==> src/rtl/pp_bit_tx_pkg.sv <==
package pp_bit_tx_pkg;
  // Strobes from control to datapath
  typedef struct packed {
    logic load;      // capture frame, count, first encoded bit
    logic advance;   // end of symbol: shift and fetch next encoded bit
    logic clrTimer;  // zero the bit timer without touching the frame
  } ppStrobe_t;

  typedef enum logic [1:0] {
    ST_IDLE,
    ST_SYM,
    ST_FIN
  } ppState_t;
endpackage

==> src/rtl/pp_bit_tx_dp.sv <==
module pp_bit_tx_dp
  import pp_bit_tx_pkg::*;
#(
  parameter int DATA_W  = 32,
  parameter int CNT_W   = 6,
  parameter int TIMER_W = 12
) (
  input  logic               clk,
  input  logic               rstN,
  input  ppStrobe_t          strb,
  input  logic [DATA_W-1:0]  frameIn,
  input  logic [CNT_W-1:0]   countIn,
  input  logic               ksBit,
  output logic [CNT_W-1:0]   leftCnt,
  output logic [TIMER_W-1:0] bitTimer,
  output logic               encBit
);
  localparam logic [CNT_W-1:0] MAX_CNT = CNT_W'(DATA_W);

  logic [DATA_W-1:0]  shiftQ;
  logic [CNT_W-1:0]   leftQ;
  logic [TIMER_W-1:0] timerQ;
  logic               encQ;
  logic [CNT_W-1:0]   countClamped;

  assign countClamped = (countIn > MAX_CNT) ? MAX_CNT : countIn;

  always_ff @(posedge clk) begin
    if (!rstN) begin
      shiftQ <= '0;
      leftQ  <= '0;
      timerQ <= '0;
      encQ   <= 1'b0;
    end else if (strb.load) begin
      shiftQ <= frameIn;
      leftQ  <= countClamped;
      timerQ <= '0;
      encQ   <= frameIn[0] ^ ksBit;
    end else if (strb.advance) begin
      shiftQ <= shiftQ >> 1;
      leftQ  <= leftQ - 1'b1;
      timerQ <= '0;
      encQ   <= shiftQ[1] ^ ksBit;
    end else if (strb.clrTimer) begin
      timerQ <= '0;
    end else if (timerQ != '1) begin
      timerQ <= timerQ + 1'b1;
    end
  end

  assign leftCnt  = leftQ;
  assign bitTimer = timerQ;
  assign encBit   = encQ;

  // timer saturates instead of wrapping
  assert_timer_saturates_R5: assert property (@(posedge clk) disable iff (!rstN)
    ($past(timerQ) == '1 && !strb.load && !strb.advance && !strb.clrTimer) |-> timerQ == '1);

  // the remaining count never exceeds the frame width
  assert_count_clamped_R10: assert property (@(posedge clk) disable iff (!rstN)
    leftQ <= MAX_CNT);
endmodule

==> src/rtl/pp_bit_tx_ctrl.sv <==
module pp_bit_tx_ctrl
  import pp_bit_tx_pkg::*;
#(
  parameter int PAUSE_CYC = 4,
  parameter int ONE_CYC   = 12,
  parameter int ZERO_CYC  = 8,
  parameter int CNT_W     = 6,
  parameter int TIMER_W   = 12
) (
  input  logic               clk,
  input  logic               rstN,
  input  logic               start,
  input  logic [CNT_W-1:0]   countIn,
  input  logic [CNT_W-1:0]   leftCnt,
  input  logic [TIMER_W-1:0] bitTimer,
  input  logic               encBit,
  output ppStrobe_t          strb,
  output logic               lineOut,
  output logic               ksStep,
  output logic               done
);
  localparam logic [TIMER_W-1:0] PAUSE_T    = TIMER_W'(PAUSE_CYC);
  localparam logic [TIMER_W-1:0] ONE_LAST   = TIMER_W'(ONE_CYC - 1);
  localparam logic [TIMER_W-1:0] ZERO_LAST  = TIMER_W'(ZERO_CYC - 1);
  localparam logic [CNT_W-1:0]   ONE_LEFT   = CNT_W'(1);

  ppState_t st, stNext;
  logic     symLast;

  assign symLast = (bitTimer == (encBit ? ONE_LAST : ZERO_LAST));

  always_comb begin
    strb   = '0;
    stNext = st;
    case (st)
      ST_IDLE: begin
        if (start) begin
          if (countIn == '0) begin
            strb.clrTimer = 1'b1;
            stNext        = ST_FIN;
          end else begin
            strb.load = 1'b1;
            stNext    = ST_SYM;
          end
        end
      end
      ST_SYM: begin
        if (symLast) begin
          strb.advance = 1'b1;
          if (leftCnt == ONE_LEFT) stNext = ST_FIN;
        end
      end
      ST_FIN:  stNext = ST_IDLE;
      default: stNext = ST_IDLE;
    endcase
  end

  always_ff @(posedge clk) begin
    if (!rstN) st <= ST_IDLE;
    else       st <= stNext;
  end

  assign lineOut = !((st == ST_SYM) && (bitTimer < PAUSE_T));
  assign ksStep  = (st == ST_SYM) && (bitTimer == PAUSE_T);
  assign done    = (st == ST_FIN);

  // step request falls in the high part and lasts one cycle
  assert_step_in_high_R4: assert property (@(posedge clk) disable iff (!rstN)
    ksStep |-> lineOut);
  assert_step_single_R4: assert property (@(posedge clk) disable iff (!rstN)
    ksStep |=> !ksStep);

  // done is a single pulse seen while the timer reads zero
  assert_done_timer_zero_R5: assert property (@(posedge clk) disable iff (!rstN)
    done |-> (bitTimer == '0));
  assert_done_single_R5: assert property (@(posedge clk) disable iff (!rstN)
    done |=> !done);

  // line is high when a frame completes
  assert_done_line_high_R9: assert property (@(posedge clk) disable iff (!rstN)
    done |-> lineOut);

  // a frame in progress is never restarted by load
  assert_no_reload_busy_R7: assert property (@(posedge clk) disable iff (!rstN)
    (st != ST_IDLE) |-> !strb.load);
endmodule

==> src/rtl/pp_bit_tx.sv <==
module pp_bit_tx
  import pp_bit_tx_pkg::*;
#(
  parameter int DATA_W    = 32,
  parameter int PAUSE_CYC = 4,
  parameter int ONE_CYC   = 12,
  parameter int ZERO_CYC  = 8,
  parameter int TIMER_W   = 12,
  localparam int CNT_W    = $clog2(DATA_W + 1)
) (
  input  logic               clk,
  input  logic               rstN,
  input  logic               start,
  input  logic [DATA_W-1:0]  frameData,
  input  logic [CNT_W-1:0]   bitCount,
  input  logic               ksBit,
  output logic               ksStep,
  output logic               lineOut,
  output logic               done,
  output logic [TIMER_W-1:0] bitTimer
);
  ppStrobe_t        strb;
  logic [CNT_W-1:0] leftCnt;
  logic             encBit;

  pp_bit_tx_ctrl #(
    .PAUSE_CYC(PAUSE_CYC), .ONE_CYC(ONE_CYC), .ZERO_CYC(ZERO_CYC),
    .CNT_W(CNT_W), .TIMER_W(TIMER_W)
  ) uCtrl (
    .clk(clk), .rstN(rstN), .start(start), .countIn(bitCount),
    .leftCnt(leftCnt), .bitTimer(bitTimer), .encBit(encBit),
    .strb(strb), .lineOut(lineOut), .ksStep(ksStep), .done(done)
  );

  pp_bit_tx_dp #(
    .DATA_W(DATA_W), .CNT_W(CNT_W), .TIMER_W(TIMER_W)
  ) uDp (
    .clk(clk), .rstN(rstN), .strb(strb), .frameIn(frameData),
    .countIn(bitCount), .ksBit(ksBit), .leftCnt(leftCnt),
    .bitTimer(bitTimer), .encBit(encBit)
  );
endmodule

==> config.mk <==
export PLATFORM = sky130hd
export DESIGN_NAME = pp_bit_tx
export DESIGN_NICKNAME = d
export VERILOG_FILES = /design/src/rtl/pp_bit_tx_pkg.sv /design/src/rtl/pp_bit_tx_dp.sv /design/src/rtl/pp_bit_tx_ctrl.sv /design/src/rtl/pp_bit_tx.sv
export SDC_FILE = /design/constraint.sdc
export NUM_CORES = 1
export LEC_CHECK = 0
export ABC_AREA = 1
export BUFFER_PORTS_ARGS = -buffer_cell sky130_fd_sc_hd__buf_2
export CAP_MARGIN = 10
export CORE_UTILIZATION = 55
export DETAILED_ROUTE_END_ITERATION = 8
export PLACE_DENSITY = 0.83
export SYNTH_ARGS = -nofsm -noshare
export SYNTH_HDL_FRONTEND = slang
export SYNTH_SLANG_ARGS = --single-unit
==> constraint.sdc <==
create_clock -name clk -period 1.7 [get_ports clk]
set_input_delay 0.34 -clock clk [delete_from_list [all_inputs] [get_ports clk]]
set_output_delay 0.34 -clock clk [all_outputs]
set_load 0.005 [all_outputs]
# Yosys cells after proc, flatten, opt, wreduce, memory -nomap -nowiden
# Index checks and enable logic that the tools add are counted.
word_totals:
  ff_bits: 53
  inputBits: 42
  output_inout_bits: 15
classes:
  n_addsub: 2
  magnitude_cmp: 2
  eq_ne: 9
  muxes: 21
  bitwise: 3
  reduce_logical: 8
op_table:
  columns: ["cell", "n"]
  rows:
  - ["$mux 32", 2]
  - ["$mux 6", 3]
  - ["$add 12x1->12 const B", 1]
  - ["$eq 12x12->1", 1]
  - ["$eq 12x3->1 const B", 1]
  - ["$lt 12x3->1 const B", 1]
  - ["$ne 12x12->1 const B", 1]
  - ["$mux 1", 10]
  - ["$mux 2", 4]
  - ["$eq 6x1->1 const B", 1]
  - ["$gt 6x6->1 const B", 1]
  - ["$logic_not 6->1", 1]
  - ["$sub 6x1->6 const B", 1]
  - ["$mux 4", 1]
  - ["$ne 2x1->1 const B", 2]
  - ["$pmux 2 s2", 1]
  - ["$reduce_or 4->1", 1]
  - ["$reduce_and 3->1", 1]
  - ["$eq 2x1->1 const B", 1]
  - ["$eq 2x2->1 const B", 1]
  - ["$logic_and 1x1->1", 2]
  - ["$logic_not 2->1", 1]
  - ["$ne 2x2->1 const B", 1]
  - ["$reduce_bool 2->1", 1]
  - ["3 further kinds", 4]

# Logic depth before layout (Yosys ltp)
logic_depth:
  ltp_word: 6
  mapped_depth: 10
  mapped_depth_nobuf: 10

# Hierarchy
# From an unflattened synthesis, not the netlist that was laid out.
unflattened:
  hier_cells: 357
  area_unflattened_um2: 2630.0
by_module_without_submodules:
  columns: ["module", "instances", "cells_per_inst", "area_per_inst_um2", "seq_area_each_um2"]
  rows:
  - ["pp_bit_tx_dp", 1, 307, 2338.5, 1001.0]
  - ["pp_bit_tx_ctrl", 1, 50, 291.5, 40.0]

# Worst setup path before layout
# OpenSTA, ideal clock, no wires.
synth_path:
  path_type: "reg2reg"
  start: "register uDp.timerQ[1] (netlist: uDp.bitTimer[1])"
  end: "register uDp.timerQ[0] (netlist: uDp.bitTimer[0])"
  setup_time_ns: 0.111
  arrival_time_ns: 1.374
  required_time_ns: 1.589
  path_slack_ns: 0.215
  path_stages_with_launch: 11
  path_buffers: 0
  period_less_slack_ns: 1.485
  cell_sequence: "dfxtp_1 ha_1 nand2_1 inv_1 nand2_1 nor2_2 nand3_1 inv_2 nand2_1 nand2_1 nor2_1"
synth_via:
  elab_chain_len: 4
synth_lines:
  columns: ["item", "line_no", "rtl"]
  rows:
  - ["from (decl)", "pp_bit_tx_dp.sv:22", "logic [TIMER_W-1:0] timerQ;"]
  - ["from (signal assigned)", "pp_bit_tx_dp.sv:47", "timerQ <= timerQ + 1'b1;"]
  - ["$eq 12x12->1", "pp_bit_tx_ctrl.sv:30", "assign symLast = (bitTimer == (encBit ? ONE_LAST : ZERO_LAST));"]
  - ["$mux 1", "pp_bit_tx_ctrl.sv:48", "if (symLast) begin"]
  - ["$mux 1", "pp_bit_tx_ctrl.sv:35", "case (st)"]
  - ["$reduce_or 4->1 (no source line)", null, null]
# Parallel ways exist; a longest one is shown, timed or not.
# A chain may end at the register's enable or synchronous reset.

# Worst setup path in the final report
layout_path:
  start: "register uCtrl.st[0]"
  end: "output port ksStep"
layout_via:
  elab_chain_len: 2
layout_lines:
  columns: ["item", "line_no", "rtl"]
  rows:
  - ["from (decl)", "pp_bit_tx_ctrl.sv:27", "ppState_t st, stNext;"]
  - ["from (signal assigned)", "pp_bit_tx_ctrl.sv:60", "else st <= stNext;"]
  - ["$eq 2x1->1", "pp_bit_tx_ctrl.sv:64", "assign ksStep = (st == ST_SYM) && (bitTimer == PAUSE_T);"]
  - ["$logic_and 1x1->1", "pp_bit_tx_ctrl.sv:64", null]
  - ["to (decl)", "pp_bit_tx.sv:17", "output logic ksStep,"]
# Every way passes these cells.

==> reports/results.env <==
CTS.REPORTEDPATHS.CLKPINSLEW_NS=0.10
WORST_EP_REQUIRED_TIME_NS=1.36
CTS-ROOT-BUF='clkbuf_8'
GRT_FIRST_PASS_WIRELENGTH_UM=10230
VIAS_PER_CELL=4.955
SYNTH_SEQ_AREA_SHARE=0.3664
REG2REG_SETUP_SLACK_NS=0.13
HOLD_BUFFERS=0
MAX-VDD-IR-DROP_uV=425.0
GP_ROUTABILITY_CONGESTION=0.7973
YOSYSTOPAREACELL='dfxtp_1'
POSTSYNTHAREAPERCELL_UM2=6.343
FIN_HOLD_WS_NS=0.2598
POSTPLACECELLAREA_MM2=0.003193
SYNTH.NET_COUNT=494
SYNTH_WARNINGS=0
YOSYS.AREA_SHARE.ADDER=0.01761
SETUP_VIOL=0
CTS_MAX_LEVEL=2
TOTALWIRELENGTH_UM=6705
FINALCLOCKSKEW_NS=0.01046
SYNTH-EDFF-COUNT=0
ARRIVAL_NS=1.33
PLACEDCELLCOUNT=567
FINALHOLDVIOLATIONS=0
ROUTEDWLPERCELL_UM=11.52
IO_BUFFERS=56
ROW_COUNT=25
SYNTHESIS.AREA_MM2=0.002841
DIODES=0
TRANSITION_AT_THE_PIN_WITH_THE_SMALLEST_MAX_TRANSITION_SLACK_NS=0.4170
CRITICAL_PATH_PEAK_FANOUT=5
DIEAREA_MM2=0.005458
SYN_INST=448
CRITICAL_PATH.STARTPOINT_TYPE='flop'
POST_SYNTHESIS_MUX_AREA_SHARE=0
CRITPATHSLOWESTCELL='dfxtp_4'
FINALMAXSLEWVIOLATIONS=0
GRT_USE_TOTAL=0.2410
DR.FIRST_ITER.DRC_COUNT=202
FLOW.AREA_GROWTH_FROM_SYNTHESIS_PCT=21.97
RUN_STATUS='complete, no violations'
WORST_SLEW_MARGIN_REL=0.7213
RSZ_0062_RAISED_AFTER_GLOBAL_ROUTING='true'
TOTAL_NUMBER_OF_VIAS=2884
CRITICAL_PATH_CLASS='reg2out'
LAYOUT-DRIVE-GT1-SHARE=0.2194
CLOCK_INSERTION_DELAY_AT_THE_LATER_PIN_OF_THE_SKEW_REPORT_NS=0.31
SYNTH_SIMPLE_GATE_AREA_FRAC=0.4813
FINISH.INSTANCE_AREA_MM2=0.003466
RESIDUAL_DRC=0
NUM_IO_PINS=57
DIE_W_UM=73.88
POWER.DENSITY_CELL_AREA_mW_PER_MM2=806.6
DIE_H_UM=73.88
DRV.MAX_CAP_VIOLATION_COUNT=0
FLOORPLAN.INITIALDENSITY=0.5861
POSTSYNTH.ASYNCRESETSHARE=0
CP-END-KIND='primary output'
YOSYS-TOP-CELLS-AREA='dfxtp_1 (37%), nand2_1 (26%), nand3_1 (8.5%)'
MOST_COMMON_FLOP_CELL_MAPPED_BY_YOSYS='dfxtp_1'
FIN_CELLS=582
GLOBAL_ROUTE.OVERFLOW_TOTAL=0
LARGEST_NET_DEGREE_AT_THE_START_OF_GLOBAL_ROUTING=38
POST_SYNTH_MOST_FREQUENT_CELLS='nand2_1 (196), dfxtp_1 (52), nor2_1 (50)'
TRITONCTS='yes'
PATH_CELLS='inv_4 -> nor2_4 -> nand4_1 -> nor3_2 -> buf_2'
CELLLEAKAGEPOWER_nW=1.806
DRT_PASS1_ITERATIONS=4
DOMINANT_COMBINATIONAL_CELL_FAMILY_BY_AREA_AFTER_SYNTHESIS='simple AND/OR/NAND/NOR gates'
CTS.SINKS=52
HPWL_UM=4364
INITIAL_ANTENNA_VIOLATION_COUNT=0
SYNTH_MOST_COMMON_CELL='nand2_1'
YOSYS_REGISTER_BITS=52
CTS.PATH.MAX_BUFFERS=2
TOTAL_POWER_mW=2.796
DETAIL-ROUTE-ANTENNA-NETS=0
CRITPATHMAXSTAGEDELAY_NS=0.39
MIN_PERIOD_NS=1.673
FLOORPLAN.CORE_AREA_MM2=0.004848
TIMING.FMAX_GHz=0.5977
POST-ROUTE-PERIOD-UTIL=0.9841
POST_SYNTH_NUM_CELL_TYPES=30
MIN-DELAY-PATH-CLASS='in2reg'
CTS-BUFFERS-INSERTED=5
FINAL.SETUP.TNS_NS=0
GRT_PASS1_VIAS=2446
SYNTH_AREA_IN_XOR_XNOR=0.02466
SYNTHDOMINANTCELLAREASHARE=0.3664
AREA_FRACTION_IN_COMPOUND_GATES_AFTER_SYNTHESIS=0.02114
DESIGN.FINAL.NETS=560
[cell families (layout without fill, tap and decap cells)]
logic type,after synthesis,in the layout
AND/OR/NAND/NOR,318,319
buffers and inverters,54,120
flip-flops,52,52
AO/OA/AOI/OAI,12,12
XOR/XNOR,8,8
adder cells (fa/ha/maj),4,4
[worst max-delay path, delay by kind of cell, from the launching register on]
family | cells | cell delay, ns
flip-flops | 1 | 0.39
buffers and inverters | 2 | 0.18
AND/OR/NAND/NOR | 3 | 0.45
[cells in the final DEF (no fill, tap or decap), drive strengths merged, types with 2 or more instances in the layout]
master	n
a21oi	6
buf	75
clkbuf	6
dfxtp	52
ha	4
inv	36
nand2	199
nand3	50
nand4	8
nor2	56
nor3	3
o21ai	6
xnor2	2
xor2	6
[through the flow]
step	setup slack (ns)	utilization
final	0.02703	0.7148
after global routing	-0.04730	0.7148
after CTS	-0.01301	0.6877
after detailed placement	-0.05621	0.6586
after global placement	0.006628	0.6586
after floorplan	0.2155	-
[power by group]
group	switching, mW	total, mW	internal, mW
registers	0.0526	1.34	1.29
clock network	0.427	0.871	0.444
logic	0.346	0.582	0.235
total	0.826	2.80	1.97
[what timing repair did]
action | CTS | global route
resized for setup | 4 | 23
endpoints found under the setup margin | 14 | 48
cloned | 1 | 1
setup buffers | 0 | 5
pin swaps | 1 | 8
[sequential cells by signal, indices dropped and copies added, names as in the netlist]
signal and cells:
uCtrl.st 2, uDp.bitTimer 12, uDp.encBit 1, uDp.leftCnt 6
uDp.shiftQ 31
[cell type report]
cell class | instances | area, µm²
fill | 409 | 1383
sequential | 52 | 1050
inverter | 36 | 141.4
clock buffer | 5 | 68.82
tap | 67 | 83.83
multi-input combinational | 343 | 1608
clock inverter | 3 | 46.29
timing repair buffer | 76 | 467.9
[path summary, 6_finish.rpt]
check,startpoint,end,depth (start not counted)
setup reg to reg,uDp.bitTimer[0],uDp.leftCnt[0],8
setup / recovery,uCtrl.st[0],ksStep,5
hold / removal,frameData[31],uDp.shiftQ[31],3
hold reg to reg,uDp.shiftQ[31],uDp.shiftQ[31],2
[per-layer routing]
metal | global-route usage | vias up | routed length [µm]
met4 | 0.06197 | 0 | 74
li1 | - | 1521 | -
met2 | 0.4128 | 86 | 3264
met5 | 0 | - | 0
met3 | 0.04390 | 10 | 393
met1 | 0.3113 | 1267 | 2973
Power figures use the tool's default switching activity.
